==> config.mk <==
export PLATFORM = sky130hd
export DESIGN_NAME = gated_oneshot
export DESIGN_NICKNAME = d
export VERILOG_FILES = /design/src/rtl/oneshot_pkg.sv /design/src/rtl/oneshot_trig_qual.sv /design/src/rtl/oneshot_timer.sv /design/src/rtl/gated_oneshot.sv
export SDC_FILE = /design/constraint.sdc
export NUM_CORES = 1
export LEC_CHECK = 0
export BUFFER_PORTS_ARGS = -buffer_cell sky130_fd_sc_hd__buf_2
export CORE_MARGIN = 3
export CORE_UTILIZATION = 48
export CTS_BUF_LIST = sky130_fd_sc_hd__clkbuf_2 sky130_fd_sc_hd__clkbuf_4 sky130_fd_sc_hd__clkbuf_8
export DETAILED_ROUTE_END_ITERATION = 6
export GPL_TIMING_DRIVEN = 0
export PLACE_DENSITY = 0.86
export SYNTH_ARGS = -nofsm -noshare
export SYNTH_HDL_FRONTEND = slang
export SYNTH_HIERARCHICAL = 1
export SYNTH_SLANG_ARGS = --single-unit
==> constraint.sdc <==
create_clock -name clk -period 2 [get_ports clk]
set_clock_uncertainty 0.1 [all_clocks]
set_input_delay 0.1 -clock clk [delete_from_list [all_inputs] [get_ports clk]]
set_output_delay 0.1 -clock clk [all_outputs]
set_load 0.02 [all_outputs]
==> src/rtl/oneshot_pkg.sv <==
`timescale 1ns/1ps
package oneshot_pkg;
  // positions inside the edge_mask field
  localparam int MASK_NEG_BIT = 0;
  localparam int MASK_POS_BIT = 1;

  // qualified trigger requests of one cycle
  typedef struct packed {
    logic neg_go;  // falling edge of the active-low trigger
    logic pos_go;  // rising edge of the active-high trigger or of clear
  } trig_req_t;
endpackage

==> src/rtl/oneshot_trig_qual.sv <==
`timescale 1ns/1ps
module oneshot_trig_qual
  import oneshot_pkg::*;
(
  input  logic       clk,
  input  logic       rst_n,
  input  logic       a_n,
  input  logic       b,
  input  logic       clr_n,
  input  logic       clr_trig_en,
  input  logic [1:0] edge_mask,
  output trig_req_t  req
);
  // previous samples; reset values chosen so that no edge is seen on the first cycle
  logic a_prev, b_prev, c_prev;

  always_ff @(posedge clk or negedge rst_n) begin
    if (!rst_n) begin
      a_prev <= 1'b0;
      b_prev <= 1'b1;
      c_prev <= 1'b1;
    end else begin
      a_prev <= a_n;
      b_prev <= b;
      c_prev <= clr_n;
    end
  end

  logic a_fell, b_rose, c_rose;
  assign a_fell = a_prev & ~a_n;
  assign b_rose = ~b_prev & b;
  assign c_rose = ~c_prev & clr_n;

  always_comb begin
    req.neg_go = a_fell & b & clr_n & ~edge_mask[MASK_NEG_BIT];
    req.pos_go = ((b_rose & ~a_n) | (clr_trig_en & c_rose & ~a_n & b))
               & clr_n & ~edge_mask[MASK_POS_BIT];
  end
endmodule

==> src/rtl/oneshot_timer.sv <==
`timescale 1ns/1ps
module oneshot_timer #(
  parameter int CNT_W = 8
) (
  input  logic             clk,
  input  logic             rst_n,
  input  logic             clr_n,
  input  logic             fire,
  input  logic             retrig_en,
  input  logic [CNT_W-1:0] width,
  output logic             active
);
  localparam logic [CNT_W-1:0] ZERO = '0;

  logic [CNT_W-1:0] remain;
  logic             load;

  assign load   = fire && (width != ZERO) && (retrig_en || (remain == ZERO));
  assign active = (remain != ZERO);

  always_ff @(posedge clk or negedge rst_n) begin
    if (!rst_n)               remain <= ZERO;
    else if (!clr_n)          remain <= ZERO;
    else if (load)            remain <= width;
    else if (remain != ZERO)  remain <= remain - 1'b1;
  end
endmodule

==> src/rtl/gated_oneshot.sv <==
`timescale 1ns/1ps
module gated_oneshot
  import oneshot_pkg::*;
#(
  parameter int CNT_W = 8
) (
  input  logic             clk,
  input  logic             rst_n,
  input  logic             trig_a_n,
  input  logic             trig_b,
  input  logic             clr_n,
  input  logic             clr_trig_en,
  input  logic             retrig_en,
  input  logic [1:0]       edge_mask,
  input  logic [CNT_W-1:0] width,
  output logic             q,
  output logic             q_n
);
  trig_req_t req;
  logic      running;

  oneshot_trig_qual u_qual (
    .clk         (clk),
    .rst_n       (rst_n),
    .a_n         (trig_a_n),
    .b           (trig_b),
    .clr_n       (clr_n),
    .clr_trig_en (clr_trig_en),
    .edge_mask   (edge_mask),
    .req         (req)
  );

  oneshot_timer #(.CNT_W(CNT_W)) u_timer (
    .clk       (clk),
    .rst_n     (rst_n),
    .clr_n     (clr_n),
    .fire      (req.neg_go | req.pos_go),
    .retrig_en (retrig_en),
    .width     (width),
    .active    (running)
  );

  // clear forces idle without waiting for an edge
  assign q   = running & clr_n;
  assign q_n = ~q;
endmodule

==> flow_results.org, run 1 <==
** Power and ir drop
- Across the VDD grid, the largest voltage drop is 1.026 mV.
- Part of the power in registers :: 30.2%
- Power spread over the standard cell area amounts to 1448 nW/um^2.
- Comb power frac :: 58.0%
- Net switching is 42.26% of the power.
- Clk network pwr share :: 11.8%
- The analysis attributes to cell leakage a power of 0.0004143 uW.
- Cell internal power was estimated by the tool at 820.4 uW.
- The analysis attributes to net switching a power of 600.4 uW.

** Layout
- Most common cell after layout, fill and taps aside :: buf_2
- The repair_antennas step left the layout with diodes totalling 0.
- Area growth from synthesis to layout :: 33.56%
- In the final layout, the multi-input gates occupy 476.7 um^2.
- Fill count :: 110
- In the layout the commonest cells are buf_2, dfrtp_1, nor3_1.
- Layout Cells excl Fill :: 113
- Combined flip-flop and latch cell area :: 280.3 um^2
- Total Nets Final :: 118
- The post-route netlist has 50.00% of its cells at a drive strength greater than 1.

** Placed design
- Input and output buffers added on the ports amount to 18.
- Setup WS pre-CTS :: -0.05833 ns
- DP Wirelength :: 1232 um
- Routability-driven placement finished with a final weighted congestion of 0.8854.
- In this run, placement finished with an instance count of 101.

** STA
- Unrepaired setup endpoints after global routing :: no
- Final setup violating endpoints :: 0
- The number of slew-limit violations in the final report was 0.
- Final Hold Slack :: 0.09820 ns
- Period utilisation layout :: 95.55%
- Worst max-slew margin expressed relative to the limit :: 74.67%
- The count of endpoints failing hold in the final timing report is 0.
- Final WS setup :: 0.08892 ns
- Period minus WS final :: 1.911 ns
- Highest clock rate :: 523.3 MHz
- For the pin with the worst max-slew slack, the measured transition is 0.3771 ns.

** Worst setup path
- Worst setup endpoint :: q
- Crit path kind :: reg2out
- STA classifies the critical path endpoint as an output pin.
- In this run the worst setup path begins at u_timer/remain[0].
- Element type at the critical path start :: flip-flop
- The setup check on the worst reg-to-reg path leaves a slack of 0.12 ns.
- In this run the critical register-to-register path is captured at u_timer/remain[1].
- At the worst endpoint, the arrival time is 1.71 ns.
- The startpoint identified for the worst register-to-register timing path is u_timer/remain[0].
- Worst Path Required :: 1.80 ns
- Depth of the worst register-to-register path :: 7
- Of all nets on the critical path, the largest fanout is 6.

** CTS
- In this run the number of H-tree levels came out at 1.
- Root Buffer Master :: clkbuf_4
- For the worst-skew pair, the clock arrives at the later sink with an insertion delay of 0.28 ns.
- CTS clock-pin slew for the worst setup and hold paths :: 0.07 ns
- Clock tree synthesis inserted a total of 3 buffers.
- TritonCTS built the clock tree.
- The clock net in this run drives a total of 11 sinks.
- Longest Clk Path Bufs :: 2

** Global routing
- Entering global routing, the biggest net connects 12 pins.
- Global routing's busiest layer :: met2
- Global routing used 24.13% of the available met1 tracks.
- Global routing used 7.570% of the available met3 tracks.
- The initial antenna violation count came to 0.
- Final global-route overflow total :: 0
- Global-route wire length before repair :: 2898 um
- Vias in the first global route :: 660
- M2 GR Usage :: 33.33%
- Total Routing Usage GR :: 20.36%

** Synthesis
- The largest total area in the synthesized netlist belongs to dfrtp_1.
- Synthesis handed over a netlist of 68 instances.
- Post-Syn Area :: 734.5 um^2
- After synthesis, the mean cell area works out to 10.80 um^2.
- Number of unique standard cell types used by synthesis :: 32
- Sorting the synthesized cells by area gives the leading types as dfrtp_1, dfstp_2, xnor2_1.
- During synthesis, Yosys emitted a total of 6 warnings.
- Area share of the largest cell type after synthesis :: 30.66%
- Sequential cells were found to cover 37.82% of the synthesized design area.
- Synthesized net count :: 87
- The synthesized design contains 11 register bits.

** Floorplan
- The die covers 2035 um^2.
- From left edge to right edge, the die measures 45.12 um.
- Initial cell density of the core :: 53.75%
- # rows :: 13
- In this run the count of I/O pins placed on the die edge is 19.
- Height of the chip :: 45.12 um
- Core region area :: 1366 um^2

** Detailed routing
- Antenna violation net count after detailed routing :: 0
- The final layout contains routed wiring with a total length of 1765 um.
- The routed layout has 675 vias.
- The first detailed-routing pass ran for 5 iterations.
- Iteration-0 DRC Markers :: 21
- In the routed design, unresolved DRC markers number 0.
- Vias per cell :: 5.973
- Post-detailed-route wirelength per cell :: 15.62 um

** Status
- The flow ran to the end, and the final reports show no timing, DRC or antenna violations.

** Flow run
- # Max-Cap Violations :: 0

** Min path
- The min-delay analysis places its worst path in the category in2reg.
[layer usage]
layer  vias up  wire length (um)  part of all wire (%)
met2        27               899                    51
li1        325                 -                     -
met4         0                30                   1.7
met5         -                 0                     0
met3         6               105                   5.9
met1       317               729                    41
[cell usage after synthesis, drive strengths merged]
| cell | n |
|---|---|
| a211oi | 6 |
| a21boi | 2 |
| a21oi | 2 |
| a22oi | 1 |
| a311oi | 1 |
| and2 | 2 |
| dfrtp | 9 |
| dfstp | 2 |
| ha | 2 |
| inv | 4 |
| nand2 | 3 |
| nand2b | 2 |
| nand3b | 1 |
| nor2 | 2 |
| nor3 | 7 |
| nor3b | 2 |
| nor4 | 2 |
| o21a | 2 |
| o21ai | 2 |
| o221ai | 1 |
| o311a | 1 |
| o31ai | 1 |
| o32ai | 1 |
| or2 | 1 |
| or4 | 4 |
| xnor2 | 5 |
[registers in the layout (all words and copies together), names as in the netlist]
signal / flops
u_timer/remain: 8
u_qual/b_prev: 1
u_qual/a_prev: 1
u_qual/c_prev: 1
[through the flow]
stage | TNS, ns | utilization [%] | area (um^2) | power (uW)
after floorplan | 0 | - | 734.5 | 927.3
after global placement | -0.01524 | 61.72 | 843.3 | 1047
after detailed placement | -0.1262 | 61.72 | 843.3 | 1071
after CTS | -0.09465 | 67.22 | 918.4 | 1257
after global routing | 0 | 71.79 | 980.9 | 1513
final | 0 | 71.79 | 980.9 | 1421
[what timing repair did]
action	in CTS	in global routing
hold buffers	4	0
hold endpoints to repair	14	0
resized for setup	1	10
setup buffers	0	4
endpoints found under the setup margin	10	10
gates cloned	0	0
[layout make-up]
cell class              instances  area share [%]
clock buffers                   4           3.061
inverters                       4           1.531
multi-input cells              53           48.60
flip-flops and latches         11           28.57
well taps                      15           1.913
repair buffers                 26           16.33
[critical path: stages, from the launching register on]
cell and delay [ns]:
dfrtp_2 0.45, inv_2 0.07, ha_1 0.15, nor3b_4 0.29
nand2_2 0.14, and2_1 0.19, buf_2 0.15
[cell families (layout without fill, tap and decap cells)]
logic type | Yosys count | in the layout | share of synthesized area [%]
simple gates | 26 | 26 | 28.28
compound gates | 20 | 20 | 22.49
flops | 11 | 11 | 37.82
xor+xnor | 5 | 5 | 5.962
buf+inv | 4 | 34 | 2.044
fa+ha+maj | 2 | 2 | 3.407
[power by group through the flow]
stage	clock [uW]	combinational, uW	sequential [uW]
3_3_place_gp	0	638	409
5_1_grt	184	891	439
2_1_floorplan	0	541	387
3_5_place_dp	0	656	415
6_report	168	824	429
4_1_cts	170	673	413
[how the worst min path moves through the flow]
stage               startpoint  cells after the start  slack, ns                end
finish                width[5]                      3        0.1  u_timer/remain[5]
global route          width[4]                      3       0.11  u_timer/remain[4]
CTS                   width[5]                      3       0.10  u_timer/remain[5]
detailed placement       rst_n                      1      -0.12  u_timer/remain[4]
global placement         rst_n                      1      -0.12  u_timer/remain[4]
floorplan                rst_n                      0      -0.30      u_qual/a_prev
Power figures use the tool's default switching activity.
==> run 2, diff against run 1 <==
Settings changed: CORE_MARGIN 3 to not set, CTS_BUF_LIST sky130_fd_sc_hd__clkbuf_2 sky130_fd_sc_hd__clkbuf_4 sky130_fd_sc_hd__clkbuf_8 to sky130_fd_sc_hd__clkbuf_4 sky130_fd_sc_hd__clkbuf_8.
==> run 2 against run 1 <==
Power down 1.5%; fmax down 1.9%; first-iteration DRC count down 48%; via count down 3.7%; routed wire length down 1.8%; highest routed layer unchanged.
==> flow_results.org, run 2 (same netlist as run 1, synthesis figures left out) <==
** Placed design
- DP Wirelength :: 1222 um
- Setup WS pre-CTS :: -0.05070 ns
- Number of port buffers :: 18
- Final Wtd Congestion :: 0.8809

** Layout
- More flip-flops sit in one register than any other, and that register is u_timer/remain.
- The top cell types in the final layout, fill and taps aside, are buf_2, dfrtp_1, nor3_1.
- Fraction of final layout cells with drive strength greater than 1 :: 45.26%
- Total Nets Final :: 115
- The repair_antennas step left the layout with diodes totalling 0.
- Area growth from synthesis to layout :: 31.69%
- Most common cell after layout, fill and taps aside :: buf_2
- Max reg flops :: 8
- Cells fill 70.79% of the core in the end.

** CTS
- # clock sinks :: 11
- CTS built an H-tree with a depth of 1.
- In this run the deepest clock path goes through 2 buffers.
- The root buffer cell chosen for the clock tree is clkbuf_4.
- At the later pin of the worst-skew pair, clock insertion delay measures 0.26 ns.
- TritonCTS Buffers :: 3
- TritonCTS built the clock tree.
- Clock-pin slew was measured on the worst setup and hold paths at 0.07 ns.

** Power and ir drop
- Total leakage power :: 0.0004044 uW
- In this run the power density over the cells is 1447 nW/um^2.
- VDD sags by at most 0.8381 mV.

** Floorplan
- The floorplan step set the die height to 41.12 um.
- The initial utilization of the core area, before any placement, comes to 53.75%.
- After floorplanning, the core was sized to cover 1366 um^2.
- The die is 41.12 um wide.
- During I/O placement, the number of pins put on the boundary was 19.
- Total Die Area :: 1690 um^2
- The floorplan has 13 rows.

** Detailed routing
- The detail route stage leaves a number of antenna-violating nets equal to 0.
- After detailed routing, the number of vias per cell comes to 5.909.
- Count of unresolved DRC violations after routing :: 0
- Post-detailed-route wirelength per cell :: 15.76 um
- Overall via count from detail_route :: 650
- The first routing iteration left 11 violations.
- Summed over all layers, the routed wires come to 1734 um.
- The first detailed-routing pass took 4 iterations.

** STA
- At the pin with the least slew margin, the transition time is 0.4224 ns.
- The count of endpoints failing hold in the final timing report came to 0.
- The smallest clock period supported by the final layout is computed as 1.949 ns.
- Highest clock rate :: 513.1 MHz
- Setup slack on the critical path of the routed design comes to 0.05119 ns.
- Final Max Slew Viols :: 0
- Setup violations remaining at the end of the flow were counted as 0.
- Worst max-slew margin expressed relative to the limit :: 71.63%
- Period utilisation layout :: 97.44%

** Global routing
- Global routing consumed, over all layers together, 21.76% of the routing resources.
- The first global-routing pass estimated 2332 um of wire.
- Final global-route overflow total :: 0
- Initial antenna violation count :: 0
- Vias in the first global route :: 542
- Entering global routing, the biggest net connects 12 pins.

** Worst setup path
- Across all register-to-register paths, the minimum setup slack is 0.14 ns.
- Worst-path fanout max :: 6
- RR Endpoint :: u_timer/remain[3]
- Crit Reg-Reg Startpoint :: u_timer/remain[1]
- Element type at the critical path start :: flip-flop
- For the worst setup path, the data arrival time is 1.75 ns.
- The worst setup path is captured at an output pin.
- The worst register-to-register path has a depth of 7.
- STA puts the critical path data required time at 1.80 ns.
- Crit path kind :: reg2out

** Min path
- In this run the worst hold path is classified as in2async.

** Status
- Result of the run :: completed

** Flow run
- The tool flagged a number of max-cap violations equal to 0.
[run 2: worst max path at each step]
| stage | to | slack, ns | depth (start not counted) | startpoint |
|---|---|---|---|---|
| after global routing | q | -0.02 | 4 | u_timer/remain[2] |
| final | q | 0.05 | 4 | u_timer/remain[3] |
| after detailed placement | u_timer/remain[0] | -0.05 | 6 | u_timer/remain[0] |
| after floorplan | u_timer/remain[0] | 0.16 | 6 | u_timer/remain[0] |
| after global placement | u_timer/remain[6] | -0.01 | 6 | u_timer/remain[0] |
| after CTS | u_timer/remain[0] | 0.03 | 8 | trig_a_n |
[run 2: area by class of cell]
type | count | area [um^2]
Sequential cell | 11 | 279.0
Fill cell | 108 | 399.1
Inverter | 4 | 15.01
Tap cell | 15 | 18.77
Timing Repair Buffer | 23 | 137.6
Clock buffer | 4 | 30.03
Multi-Input combinational cell | 53 | 486.7
[run 2: what timing repair did]
action                                 4_1_cts  5_1_grt
setup endpoints to repair                    9        4
setup buffers                                0        1
endpoints found under the hold margin       14        0
hold buffers                                 4        0
gates cloned                                 0        0
pin swaps                                    0        0
gates resized for setup                      4        5
[run 2: power breakdown]
group / internal [uW] / leakage, uW / switching (uW)
logic: 406 / 0.000249 / 386
registers: 302 / 0.000137 / 140
clock network: 90.6 / 0.0000184 / 75.3
[run 2: critical path, cell delays in order (launching register included)]
cell     delay, ns
dfrtp_1       0.47
nor4_4        0.48
nand2_2       0.18
and2_1        0.20
buf_2         0.15
[run 2: per-stage QoR]
stage | cell area, um^2 | instances | hold slack, ns | total power (uW) | TNS (ns)
final | 967.2 | 110 | 0.1193 | 1400 | 0
after global placement | 843.3 | 101 | -0.1219 | 1047 | -0.01351
after floorplan | 734.5 | 68 | -0.2956 | 927.3 | 0
after CTS | 930.9 | 109 | 0.1131 | 1298 | 0
after detailed placement | 843.3 | 101 | -0.1200 | 1072 | -0.1096
after global routing | 967.2 | 110 | 0.1309 | 1490 | -0.02267
[run 2: metal layers]
layer,vias to the layer above,wire (um),track usage (%)
met2,14,884,34.38
met3,2,74,3.261
met5,-,0,0
met1,317,770,29.10
li1,317,-,-
met4,0,5,9.677
==> run 3, diff against run 2 <==
Settings changed: CORE_AREA set to 2 2 39 41, CORE_UTILIZATION 48 to not set, DIE_AREA set to 0 0 41 43, PLACE_DENSITY 0.86 to 0.93.
Clock period 2 ns to 2.3 ns, I/O delays scaled along.
==> run 3 against run 2 <==
Non-clock buffer count fell by 1; critical endpoint unchanged; highest routed layer unchanged; register-to-register slack gained 0.15 ns; via count up 2.8%; global-route usage rose by 3.6 points; sequential power shrank 19%.
==> flow_results.org, run 3 (same netlist as run 1, synthesis figures left out) <==
** STA
- Headroom to the max-slew limit came out at 67.15%.
- Final setup violating endpoints :: 0
- Unrepaired setup endpoints after global routing :: no
- For the finished layout, the period the worst path requires is 2.142 ns.
- Final Hold Slack :: 0.1178 ns
- The worst path uses 93.12% of the clock period.
- Final Max Slew Viols :: 0
- The count of endpoints failing hold in the final timing report came to 0.
- Total Negative Setup Slacks :: 0 ns
- Based on the critical path, the design can be clocked at up to 466.9 MHz.
- At the pin with the least slew margin, the transition time is 0.4887 ns.

** Worst setup path
- Element type at the critical path start :: flip-flop
- The worst register-to-register path has a depth of 6.
- In this run the number of cells on the critical path is 6.
- For the worst setup path, the data required time is 2.09 ns.
- Of all nets on the critical path, the largest fanout is 6.
- The critical path goes through inv_1, ha_1, nor3b_2, nand2_1, and2_1, buf_2.
- The slowest stage of the critical path belongs to the cell dfrtp_1.
- Slowest stage delay, CP :: 0.44 ns
- The kind of cell with the highest combined delay along the critical path is simple AND/OR/NAND/NOR gates.
- The worst setup path is captured at an output pin.
- By startpoint and endpoint, the worst setup path is classified as reg2out.
- The number of buffers and inverters on the critical path is 2.
- Crit path DAT :: 1.93 ns

** Min path
- Depth of the worst hold-timing path :: 3
- Min-delay worst type :: in2reg

** Layout
- For this run, the post-layout net count is 114.
- Fraction of final layout cells with drive strength greater than 1 :: 41.49%
- The library cell used most frequently in the layout, excluding fill and tap cells, is buf_2.
- Antenna diodes :: 0
- Area growth from synthesis to layout :: 25.72%
- Fill count :: 106
- Largest register by flop count :: u_timer/remain
- The register with the most flip-flops in the layout has 8 of them.
- Leaving out fill and tap cells, the most frequent cells in the layout are buf_2, dfrtp_1, nor3_1.

** Global routing
- Final global-route overflow total :: 0
- The first global-routing pass estimated 2980 um of wire.
- Global routing used 25.33% of the available tracks across all layers.
- Entering global routing, the biggest net connects 12 pins.
- The via count of the first global-routing pass is 647.
- Initial antenna violation count :: 0

** Floorplan
- Once the floorplan was initialized, standard cells occupied 53.07% of the core.
- The die is 43 um tall.
- After floorplanning, the core was divided into 14 placement rows.
- Measured along the x axis, the die boundary spans 41 um.
- Total Die Area :: 1763 um^2
- 19 I/O pins were placed.
- After floorplanning, the core was sized to cover 1384 um^2.

** Detailed routing
- Post-detailed-route wirelength per cell :: 16.30 um
- Vias per cell :: 6.073
- Antenna violation net count after detailed routing :: 0
- In the final routing, the length of wire on met1 measures 748 um.
- Detailed-route wire length :: 1793 um
- Top sig layer :: met4
- Number of iterations in the first detailed-routing pass :: 4
- Routed met2 length :: 896 um
- Iteration-0 DRC Markers :: 34
- Detailed routing placed a total of 107 um of wire on met3.
- The routed layout has 668 vias.
- For this run, design rule violations remaining after detail routing come to 0.

** Placed design
- At the end of routability-driven placement, the weighted congestion stood at 0.8551.
- Number of port buffers :: 18
- DP Wirelength :: 1385 um

** Flow run
- # Max-Cap Violations :: 0

** CTS
- TritonCTS Buffers :: 3
- CTS placed an instance of clkbuf_4 at the clock tree root.
- After clock tree synthesis, the clock-pin slew on the worst setup and hold paths is 0.07 ns.
- CTS H-Tree Depth :: 1
- In this run the deepest clock path goes through 2 buffers.
- CTS saw 11 sinks.
- Clock latency on the worst-skew pair, taken at its later pin, is 0.28 ns.
- TritonCTS built the clock tree.

** Power and ir drop
- In this run the static leakage power is 0.0003927 uW.
- Power per cell area :: 1238 nW/um^2
- Worst IR Drop VDD :: 0.6302 mV

** Status
- Result of the run :: completed
run 3: metrics by stage:
step	instance area [um^2]	cells	util [%]	setup slack, ns	total power [uW]
3_5_place_dp	844.6	102	61.03	0.1188	957.8
5_1_grt	923.4	110	66.73	0.05234	1220
4_1_cts	914.6	110	66.09	0.04492	1117
6_report	923.4	110	66.73	0.1583	1143
2_1_floorplan	734.5	68	-	0.4588	806.3
3_3_place_gp	844.6	102	61.03	0.3012	917.8
run 3: layout make-up:
class	instances	area, um^2	area share, %
tap	16	20.02	2.168
multi-input combinational	53	450.4	48.78
sequential	11	277.8	30.08
inverter	4	15.01	1.626
clock buffer	4	30.03	3.252
timing repair buffer	22	130.1	14.09
run 3: worst reg2reg max path, cell delays in order (launching register included):
cell,delay [ns]
dfrtp_1,0.44
inv_1,0.14
ha_1,0.16
nor3b_2,0.31
nand2_1,0.22
a21boi_0,0.19
o311a_1,0.33
run 3: path summary, 6_finish.rpt:
check | startpoint | endpoint | slack (ns)
worst min-delay path | width[0] | u_timer/remain[0] | 0.12
worst min register to register | u_timer/remain[7] | u_timer/remain[7] | 0.54
max in group asynchronous | rst_n | u_qual/c_prev | 1.70
min in group asynchronous | rst_n | u_timer/remain[7] | 0.14
worst max register to register | u_timer/remain[1] | u_timer/remain[0] | 0.29
worst max-delay path | u_timer/remain[1] | q | 0.16
run 3: metal layers:
metal,GRT usage (%),vias to the layer above
li1,-,313
met1,38.10,316
met2,35.63,33
met3,1.571,6
met4,12.67,0
met5,0,-
run 3: power breakdown:
part,leakage (uW),switching [uW],total (uW),internal [uW]
clock,0.0000184,67.8,147,79.1
sequential,0.000138,97.6,359,261
combinational,0.000236,338,637,299
run 3: what timing repair did:
item	in CTS	in global routing
hold buffers	4	0
setup endpoints to repair	0	3
buffers inserted	0	0
hold endpoints to repair	14	0
resized for setup	0	2
